==> src/rtl/wdog_pkg.sv <==
// Package: shared offsets, key and control bit positions for the watchdog.
// Assumes a 12-bit byte address and 32-bit registers.
package wdog_pkg;
    localparam int ADDR_W = 12;
    localparam int DATA_W = 32;

    localparam logic [ADDR_W-1:0] OFF_LOAD  = 12'h000;
    localparam logic [ADDR_W-1:0] OFF_COUNT = 12'h004;
    localparam logic [ADDR_W-1:0] OFF_CTRL  = 12'h008;
    localparam logic [ADDR_W-1:0] OFF_CLR   = 12'h00C;
    localparam logic [ADDR_W-1:0] OFF_RAW   = 12'h010;
    localparam logic [ADDR_W-1:0] OFF_MASK  = 12'h014;
    localparam logic [ADDR_W-1:0] OFF_LOCK  = 12'hC00;

    localparam logic [DATA_W-1:0] OPEN_KEY  = 32'h1ACC_E551;

    localparam int BIT_RSTEN = 0;
    localparam int BIT_RUN   = 1;
endpackage

==> src/rtl/wdog_regfile.sv <==
// Register file: lock state, load value and control bits, write decode and read mux.
// Assumes single-cycle writes (sel & wr) and combinational reads.
module wdog_regfile
    import wdog_pkg::*;
#(
    parameter int AW = ADDR_W,
    parameter int DW = DATA_W
) (
    input  logic          clk,
    input  logic          rst_n,
    input  logic          bus_sel,
    input  logic          bus_wr,
    input  logic [AW-1:0] bus_addr,
    input  logic [DW-1:0] bus_wdata,
    output logic [DW-1:0] bus_rdata,
    input  logic [DW-1:0] cnt_i,
    input  logic          raw_i,
    input  logic          irq_i,
    output logic [DW-1:0] load_o,
    output logic          run_o,
    output logic          rsten_o,
    output logic          locked_o,
    output logic          clr_ev_o,
    output logic          reload_ev_o
);
    logic any_wr, open_wr;
    logic hit_load, hit_ctrl, hit_clr, hit_lock;

    // Decode the access and the address hits.
    always_comb begin
        any_wr   = bus_sel && bus_wr;
        open_wr  = any_wr && !locked_o;
        hit_load = bus_addr == OFF_LOAD;
        hit_ctrl = bus_addr == OFF_CTRL;
        hit_clr  = bus_addr == OFF_CLR;
        hit_lock = bus_addr == OFF_LOCK;
    end

    // Events the counter and status logic act on this cycle.
    always_comb begin
        clr_ev_o    = open_wr && hit_clr;
        reload_ev_o = clr_ev_o || (open_wr && hit_ctrl && bus_wdata[BIT_RUN] && !run_o);
    end

    // Lock register: only the exact key opens; any other value closes.
    always_ff @(posedge clk) begin
        if (!rst_n)                 locked_o <= 1'b1;
        else if (any_wr && hit_lock) locked_o <= (bus_wdata != OPEN_KEY);
    end

    // Load value and control bits, written only while open.
    always_ff @(posedge clk) begin
        if (!rst_n) begin
            load_o  <= '1;
            run_o   <= 1'b0;
            rsten_o <= 1'b0;
        end else begin
            if (open_wr && hit_load) load_o <= bus_wdata;
            if (open_wr && hit_ctrl) begin
                run_o   <= bus_wdata[BIT_RUN];
                rsten_o <= bus_wdata[BIT_RSTEN];
            end
        end
    end

    // Read mux; reserved bits and unmapped offsets give zero.
    always_comb begin
        bus_rdata = '0;
        unique case (bus_addr)
            OFF_LOAD:  bus_rdata = load_o;
            OFF_COUNT: bus_rdata = cnt_i;
            OFF_CTRL: begin
                bus_rdata[BIT_RUN]   = run_o;
                bus_rdata[BIT_RSTEN] = rsten_o;
            end
            OFF_RAW:   bus_rdata[0] = raw_i;
            OFF_MASK:  bus_rdata[0] = irq_i;
            OFF_LOCK:  bus_rdata[0] = locked_o;
            default:   bus_rdata = '0;
        endcase
    end
endmodule

==> src/rtl/wdog_downcnt.sv <==
// Down-counter: reloads on request, decrements while running, reloads after zero.
// Assumes reload requests take priority over counting in the same cycle.
module wdog_downcnt #(
    parameter int DW = 32
) (
    input  logic          clk,
    input  logic          rst_n,
    input  logic          run_i,
    input  logic          reload_i,
    input  logic [DW-1:0] load_i,
    output logic [DW-1:0] cnt_o,
    output logic          expire_o
);
    // Expiry: enabled, at zero, and not overridden by a reload.
    always_comb expire_o = run_i && (cnt_o == '0) && !reload_i;

    // Counter state update.
    always_ff @(posedge clk) begin
        if (!rst_n)             cnt_o <= '1;
        else if (reload_i)      cnt_o <= load_i;
        else if (run_i) begin
            if (cnt_o == '0)    cnt_o <= load_i;
            else                cnt_o <= cnt_o - 1'b1;
        end
    end
endmodule

==> src/rtl/wdog_alarm.sv <==
// Alarm stage: raw interrupt status, masked interrupt and the reset pulse.
// Assumes expire_i and clr_i never both high (clear suppresses expiry upstream).
module wdog_alarm (
    input  logic clk,
    input  logic rst_n,
    input  logic expire_i,
    input  logic clr_i,
    input  logic run_i,
    input  logic rsten_i,
    output logic raw_o,
    output logic irq_o,
    output logic rst_o
);
    // Raw status: set on expiry, cleared by the clear write.
    always_ff @(posedge clk) begin
        if (!rst_n)        raw_o <= 1'b0;
        else if (clr_i)    raw_o <= 1'b0;
        else if (expire_i) raw_o <= 1'b1;
    end

    // Second-stage reset: expiry with status pending, never two cycles running.
    always_ff @(posedge clk) begin
        if (!rst_n) rst_o <= 1'b0;
        else        rst_o <= expire_i && raw_o && rsten_i && !rst_o;
    end

    // Interrupt output follows the masked status.
    always_comb irq_o = raw_o && run_i;
endmodule

==> src/rtl/wdog_guard.sv <==
// Top: lockable two-stage watchdog with a single-cycle register port.
// Assumes one clock domain and a synchronous active-low reset.
module wdog_guard
    import wdog_pkg::*;
#(
    parameter int AW = ADDR_W,
    parameter int DW = DATA_W
) (
    input  logic          clk,
    input  logic          rst_n,
    input  logic          bus_sel,
    input  logic          bus_wr,
    input  logic [AW-1:0] bus_addr,
    input  logic [DW-1:0] bus_wdata,
    output logic [DW-1:0] bus_rdata,
    output logic          irq_o,
    output logic          sys_rst_o
);
    logic [DW-1:0] load_q, cnt_q;
    logic run_q, rsten_q, locked_q, clr_ev, reload_ev, expire, raw_q;

    wdog_regfile #(.AW(AW), .DW(DW)) u_regs (
        .clk(clk), .rst_n(rst_n),
        .bus_sel(bus_sel), .bus_wr(bus_wr), .bus_addr(bus_addr),
        .bus_wdata(bus_wdata), .bus_rdata(bus_rdata),
        .cnt_i(cnt_q), .raw_i(raw_q), .irq_i(irq_o),
        .load_o(load_q), .run_o(run_q), .rsten_o(rsten_q), .locked_o(locked_q),
        .clr_ev_o(clr_ev), .reload_ev_o(reload_ev)
    );

    wdog_downcnt #(.DW(DW)) u_cnt (
        .clk(clk), .rst_n(rst_n), .run_i(run_q), .reload_i(reload_ev),
        .load_i(load_q), .cnt_o(cnt_q), .expire_o(expire)
    );

    wdog_alarm u_alarm (
        .clk(clk), .rst_n(rst_n), .expire_i(expire), .clr_i(clr_ev),
        .run_i(run_q), .rsten_i(rsten_q),
        .raw_o(raw_q), .irq_o(irq_o), .rst_o(sys_rst_o)
    );
endmodule

==> config.mk <==
export PLATFORM = sky130hd
export DESIGN_NAME = wdog_guard
export DESIGN_NICKNAME = d
export VERILOG_FILES = /design/src/rtl/wdog_pkg.sv /design/src/rtl/wdog_regfile.sv /design/src/rtl/wdog_downcnt.sv /design/src/rtl/wdog_alarm.sv /design/src/rtl/wdog_guard.sv
export SDC_FILE = /design/constraint.sdc
export NUM_CORES = 1
export LEC_CHECK = 0
export BUFFER_PORTS_ARGS = -buffer_cell sky130_fd_sc_hd__clkbuf_2
export CORE_UTILIZATION = 51
export CTS_CLUSTER_DIAMETER = 80
export DETAILED_ROUTE_END_ITERATION = 7
export PLACE_DENSITY = 0.8
export SYNTH_ARGS = -nofsm -noshare
export SYNTH_HDL_FRONTEND = slang
export SYNTH_HIERARCHICAL = 1
export SYNTH_SLANG_ARGS = --single-unit
==> constraint.sdc <==
create_clock -name clk -period 2.6 [get_ports clk]
set_input_delay 0.52 -clock clk [delete_from_list [all_inputs] [get_ports clk]]
set_output_delay 0.52 -clock clk [all_outputs]
set_load 0.005 [all_outputs]
---- After elaboration in Yosys (flattened, before gate mapping) ----
Cells that the tools add are included.
word-level totals
  register bits ........................... 69
operators by class
  $add $sub $neg .......................... 1
  equality and inequality tests ........... 7
  mux-type cells .......................... 6
  bitwise gates (word level) .............. 1
  reductions and logical operators ........ 23
operators by type and width
  operator                 number
  $mux W32                 3
  $pmux W30 S2             1
  $logic_not A32 Y1        1
  $ne A32 B29 Y1 const B   1
  $sub A32 B1 Y32 const B  1
  $eq A12 B4 Y1 const B    2
  $eq A12 B5 Y1 const B    2
  $logic_and A1 B1 Y1      14
  $eq A12 B12 Y1 const B   1
  $eq A12 B3 Y1 const B    1
  $logic_not A12 Y1        1
  $pmux W1 S6              1
  $logic_not A1 Y1         4
  $pmux W1 S3              1
  $reduce_bool A2 Y1       1
  $reduce_or A2 Y1         1
  $logic_or A1 B1 Y1       1
  $not A1 Y1               1

---- Longest topological paths before layout ----
  depth after elaboration ................. 11
  mapped depth ............................ 11

---- By module ----
The synthesis kept the hierarchy.
by module, submodules not included
  module        times used  cells each  area each (µm²)
  wdog_downcnt  1           297         2,294.7
  wdog_regfile  1           243         1,951.9
  wdog_alarm    1           7           73.8

---- Worst setup path before layout ----
OpenSTA, ideal clock, no wires.
  path type ............................... input port to flip-flop
  start point ............................. in bus_addr[7]
  end point ............................... reg u_cnt.cnt_o[31]
  arrival time ............................ 2,467 ps
  required time ........................... 2,513 ps
  setup slack ............................. 46 ps
  stages on the path ...................... 9
  buffers on the path ..................... 2
  path through ............................ nor4_4 > nand3_1 > nor3_1 > clkbuf_1 > clkinv_1 > nand2_1 > clkbuf_1 > o22ai_1 > o31ai_1
between the ends
  longest elaborated chain between the ends .. 6
ends and longest elaborated chain
  element                                         RTL line            RTL
  start: declaration                              wdog_guard.sv:13    input logic [AW-1:0] bus_addr,
  $eq A12 B4 Y1                                   wdog_regfile.sv:34  hit_ctrl = bus_addr == OFF_CTRL;
  $logic_and A1 B1 Y1 (3 in a row)                wdog_regfile.sv:42  reload_ev_o = clr_ev_o || (open_wr && hit_ctrl && bus_wdata[BIT_RUN] && !run_o);
  $logic_or A1 B1 Y1 *                            wdog_regfile.sv:42
  net reload_ev                                   wdog_guard.sv:20    logic run_q, rsten_q, locked_q, clr_ev, reload_ev, expire, raw_q;
  $mux W32 or $reduce_bool A2 Y1 (tied branches)  -
  end signal: assignment                          wdog_downcnt.sv:20  else if (reload_i) cnt_o <= load_i;
  end signal: assignment                          wdog_downcnt.sv:22  if (cnt_o == '0) cnt_o <= load_i;
  end signal: assignment                          wdog_downcnt.sv:23  else cnt_o <= cnt_o - 1'b1;
  end: declaration                                wdog_downcnt.sv:11  output logic [DW-1:0] cnt_o,
Mark *: on every way through the listed nets, which the timed path passes. The rest lies on a longest branch.
A chain may end at the register's enable or synchronous reset.

---- Final worst setup path ----
  start point ............................. in bus_addr[1]
  end point ............................... out bus_rdata[30]
between the ends
  longest elaborated chain between the ends .. 2
ends and longest elaborated chain
  element                                             RTL line            RTL
  $eq A12 B3 Y1 or $logic_not A12 Y1 (tied branches)  wdog_regfile.sv:69  unique case (bus_addr)
  $pmux W30 S2 *                                      wdog_regfile.sv:69
  end: declaration                                    wdog_guard.sv:15    output logic [DW-1:0] bus_rdata,
Mark *: on every way between the ends. The rest lies on a longest branch, timed or not.

==> results.toml <==
[floorplan]
initial_core_util_pct = 52.58
dieArea_mm2 = 0.008844
design.portCount = 82
rows = 33
die_x_um = 94.04
core_area_mm2 = 0.008217
fp.dieH_um = 94.04

[power]
ir_drop_mv = 0.2326
p_sw_w = 0.0005567
power_leakage_nw = 2.037
seqPwrFrac_pct = 52.2
clock_power_share_pct = 41.7
p_sw_share_pct = 27.32
internal_power_w = 0.001481
p_comb_share_pct = 6.1
powerDensity_mw_per_mm2 = 391.5

[timing]
max_freq_ghz = 0.3948
post-route-min-period_ns = 2.533
maxSlewHeadroom_pct = 21.99
fin_skew_ns = 0.009908
finalSetupViolations = 0
hold_violations = 0
timing.hold.ws_ns = 0.4025
report.final.slew_viol_count = 0
rsz0062_at_grt = "no"
tightest_slew_ns = 1.165
period_share_pct = 97.42

[synth]
synth_top_area_share_pct = 31.97
synth-main-ff-cell = "dfxtp_1"
syn-instance-count = 547
yosys_warnings = 6
synth.distinct_cells = 65
synthArstFlopShare_pct = 0
synth_seq_area_share_pct = 31.97
synth_area_mm2 = 0.004320
synth_edf_count = 0
avgSynthCellArea_um2 = 7.898
synth-seq-cells = 69
yosysTopAreaCell = "dfxtp_1"
syn_nets = 597
synthTopCellsByArea = "dfxtp_1 32%, nand3_1 8.8%, a22o_1 6.1%, o21ai_0 5.7%, nor2_1 4.0%"

[worst_setup_path]
cp_max_fo = 30
startpoint_type = "input port"
worstPathRequired_ns = 2.08
end_kind = "output port"
crit_type = "in -> out"
cp.arrival_ns = 2.01

[clocking]
clockBufferDepth = 2
cts_buffers = 9
cts.sinks = 69
clk_latency_ns = 0.36
root_buffer = "clkbuf_8"
cts_tree = "built"
htreeDepth = 3
clk_pin_slew_worst_paths_ns = 0.08

[hold_path]
hold_path_class = "in -> reg"

[placed_design]
dp_hpwl_mm = 9.560
portBuffers = 81
place_congestion = 0.9121
placed_cell_area_mm2 = 0.004928

[routing]
vias = 4940
postRouteAntennaNets = 0
drc = 0
dr.pass1.iters = 5
first_iter_violations = 772
avgViaCountPerCell = 6.631
wl_per_cell_um = 18.84
wl_mm = 14.04

[grt]
grt_pass1_vias = 4341
grt_max_degree = 50
antenna_found_initial = 0
grt_pass1_wl_mm = 21.85
gr-usage-all-layers_pct = 32.33
gr-total-overflow = 0

[run_status]
status = "completed"

[final_layout]
fin_util_pct = 63.33
fillers = 707
area_growth_pct = 20.45
diodes = 0
layout_commonest_cell = "clkbuf_2"
drive_gt1_share_pct = 25.00
final_cell_mix = "81 x clkbuf_2, 76 x nand3_1, 68 x dfxtp_1, 49 x o21ai_0, 45 x nor2_1"
finish.instance_area_mm2 = 0.005204
nets = 685

[job]
max_cap_viol_count = 0
## worst max-delay path: stages
cell and delay [ns]:
clkbuf_2 0.11, nor4_4 0.31, nand3_1 0.16, buf_4 0.18
nor3_4 0.16, buf_12 0.22, a22o_1 0.21, clkbuf_2 0.13
## state kept, by name, indices dropped and copies added (netlist names)
name	count
u_regs/rsten_o	1
u_alarm/raw_o	1
u_regs/load_o	32
u_regs/locked_o	1
u_regs/run_o	1
u_alarm/rst_o	1
u_cnt/cnt_o	32
## cell type report
| cell class | instances | area, um^2 | share of cell area (%) |
|---|---|---|---|
| Clock inverter | 7 | 62.56 | 1.202 |
| Timing Repair Buffer | 119 | 728.2 | 13.99 |
| Clock buffer | 9 | 123.9 | 2.380 |
| Inverter | 14 | 52.55 | 1.010 |
| Multi-Input combinational cell | 422 | 2723 | 52.32 |
| Sequential cell | 69 | 1383 | 26.57 |
| Tap cell | 105 | 131.4 | 2.525 |
## per-stage QoR
| stage | cells | TNS, ns | setup WS [ns] | power [W] |
|---|---|---|---|---|
| after CTS | 739 | 0 | 0.05905 | 0.002037 |
| after global routing | 745 | 0 | 0.01850 | 0.002108 |
| final | 745 | 0 | 0.06720 | 0.002038 |
| after global placement | 722 | 0 | 0.002534 | 0.001205 |
| after floorplan | 547 | 0 | 0.04612 | 0.001136 |
| after detailed placement | 722 | -0.3662 | -0.1111 | 0.001206 |
## power by group through the flow
stage	clock network (W)	logic [W]	registers (W)
detailed placement	0	0.000118	0.00109
global route	0.000909	0.000134	0.00106
global placement	0	0.000116	0.00109
floorplan	0	0.0000449	0.00109
CTS	0.000854	0.000119	0.00106
finish	0.000850	0.000124	0.00106
## final timing paths
| path | end | cells past startpoint | slack (ns) | startpoint |
|---|---|---|---|---|
| max | bus_rdata[30] | 8 | 0.07 | bus_addr[1] |
| min reg2reg | u_regs/rsten_o | 2 | 0.48 | u_regs/rsten_o |
| min | u_regs/load_o[4] | 3 | 0.40 | bus_wdata[4] |
| max reg2reg | u_alarm/raw_o | 6 | 0.12 | u_cnt/cnt_o[8] |
## per-layer routing
metal  vias to the layer above  global-route usage [%]  routed length (um)
met4                         0                   12.44                 438
met5                         -                       0                   0
met1                      2252                   43.89                5674
met3                        48                   6.634                1551
li1                       2270                       -                   -
met2                       370                   50.12                6374
## synth_stat cells, types with 2 or more instances
master / instances
buf_6: 5
buf_2: 5
o21ai_0: 49
a41oi_1: 4
and4_1: 5
nor4_1: 13
clkbuf_1: 30
nor2b_1: 3
o221ai_1: 2
o32ai_1: 2
and3_1: 5
o21ai_1: 2
nor4_4: 3
ha_1: 2
o2111ai_1: 5
a21o_1: 2
nor3_1: 20
nor4_2: 2
a32oi_1: 6
and2_1: 4
or2_2: 2
a21oi_1: 10
o22ai_1: 4
buf_4: 3
dfxtp_1: 69
o211ai_1: 3
o31ai_1: 6
a22o_1: 30
nand2_1: 38
a221oi_1: 6
inv_1: 13
nor4bb_1: 5
nor2_1: 46
mux2_2: 2
or3_1: 5
nor3_2: 3
nor3b_1: 4
nand3_1: 76
or4_1: 3
nand4_1: 11
mux2i_1: 15
## cell families after synthesis
logic type      after synthesis  synth area share [%]
flops                        69                 31.97
mux                          17                 3.996
simple gates                257                 33.07
buf+inv                      57                 6.226
fa+ha+maj                     2                0.5791
compound gates              145                 24.15
## timing repair
| action | CTS | global route |
|---|---|---|
| setup buffers | 0 | 6 |
| gates cloned | 1 | 0 |
| pin swaps | 1 | 2 |
| endpoints found under the setup margin | 3 | 28 |
| hold buffers | 0 | 0 |
| gates resized for setup | 1 | 4 |
No activity file was read; power rests on OpenSTA's default activity.
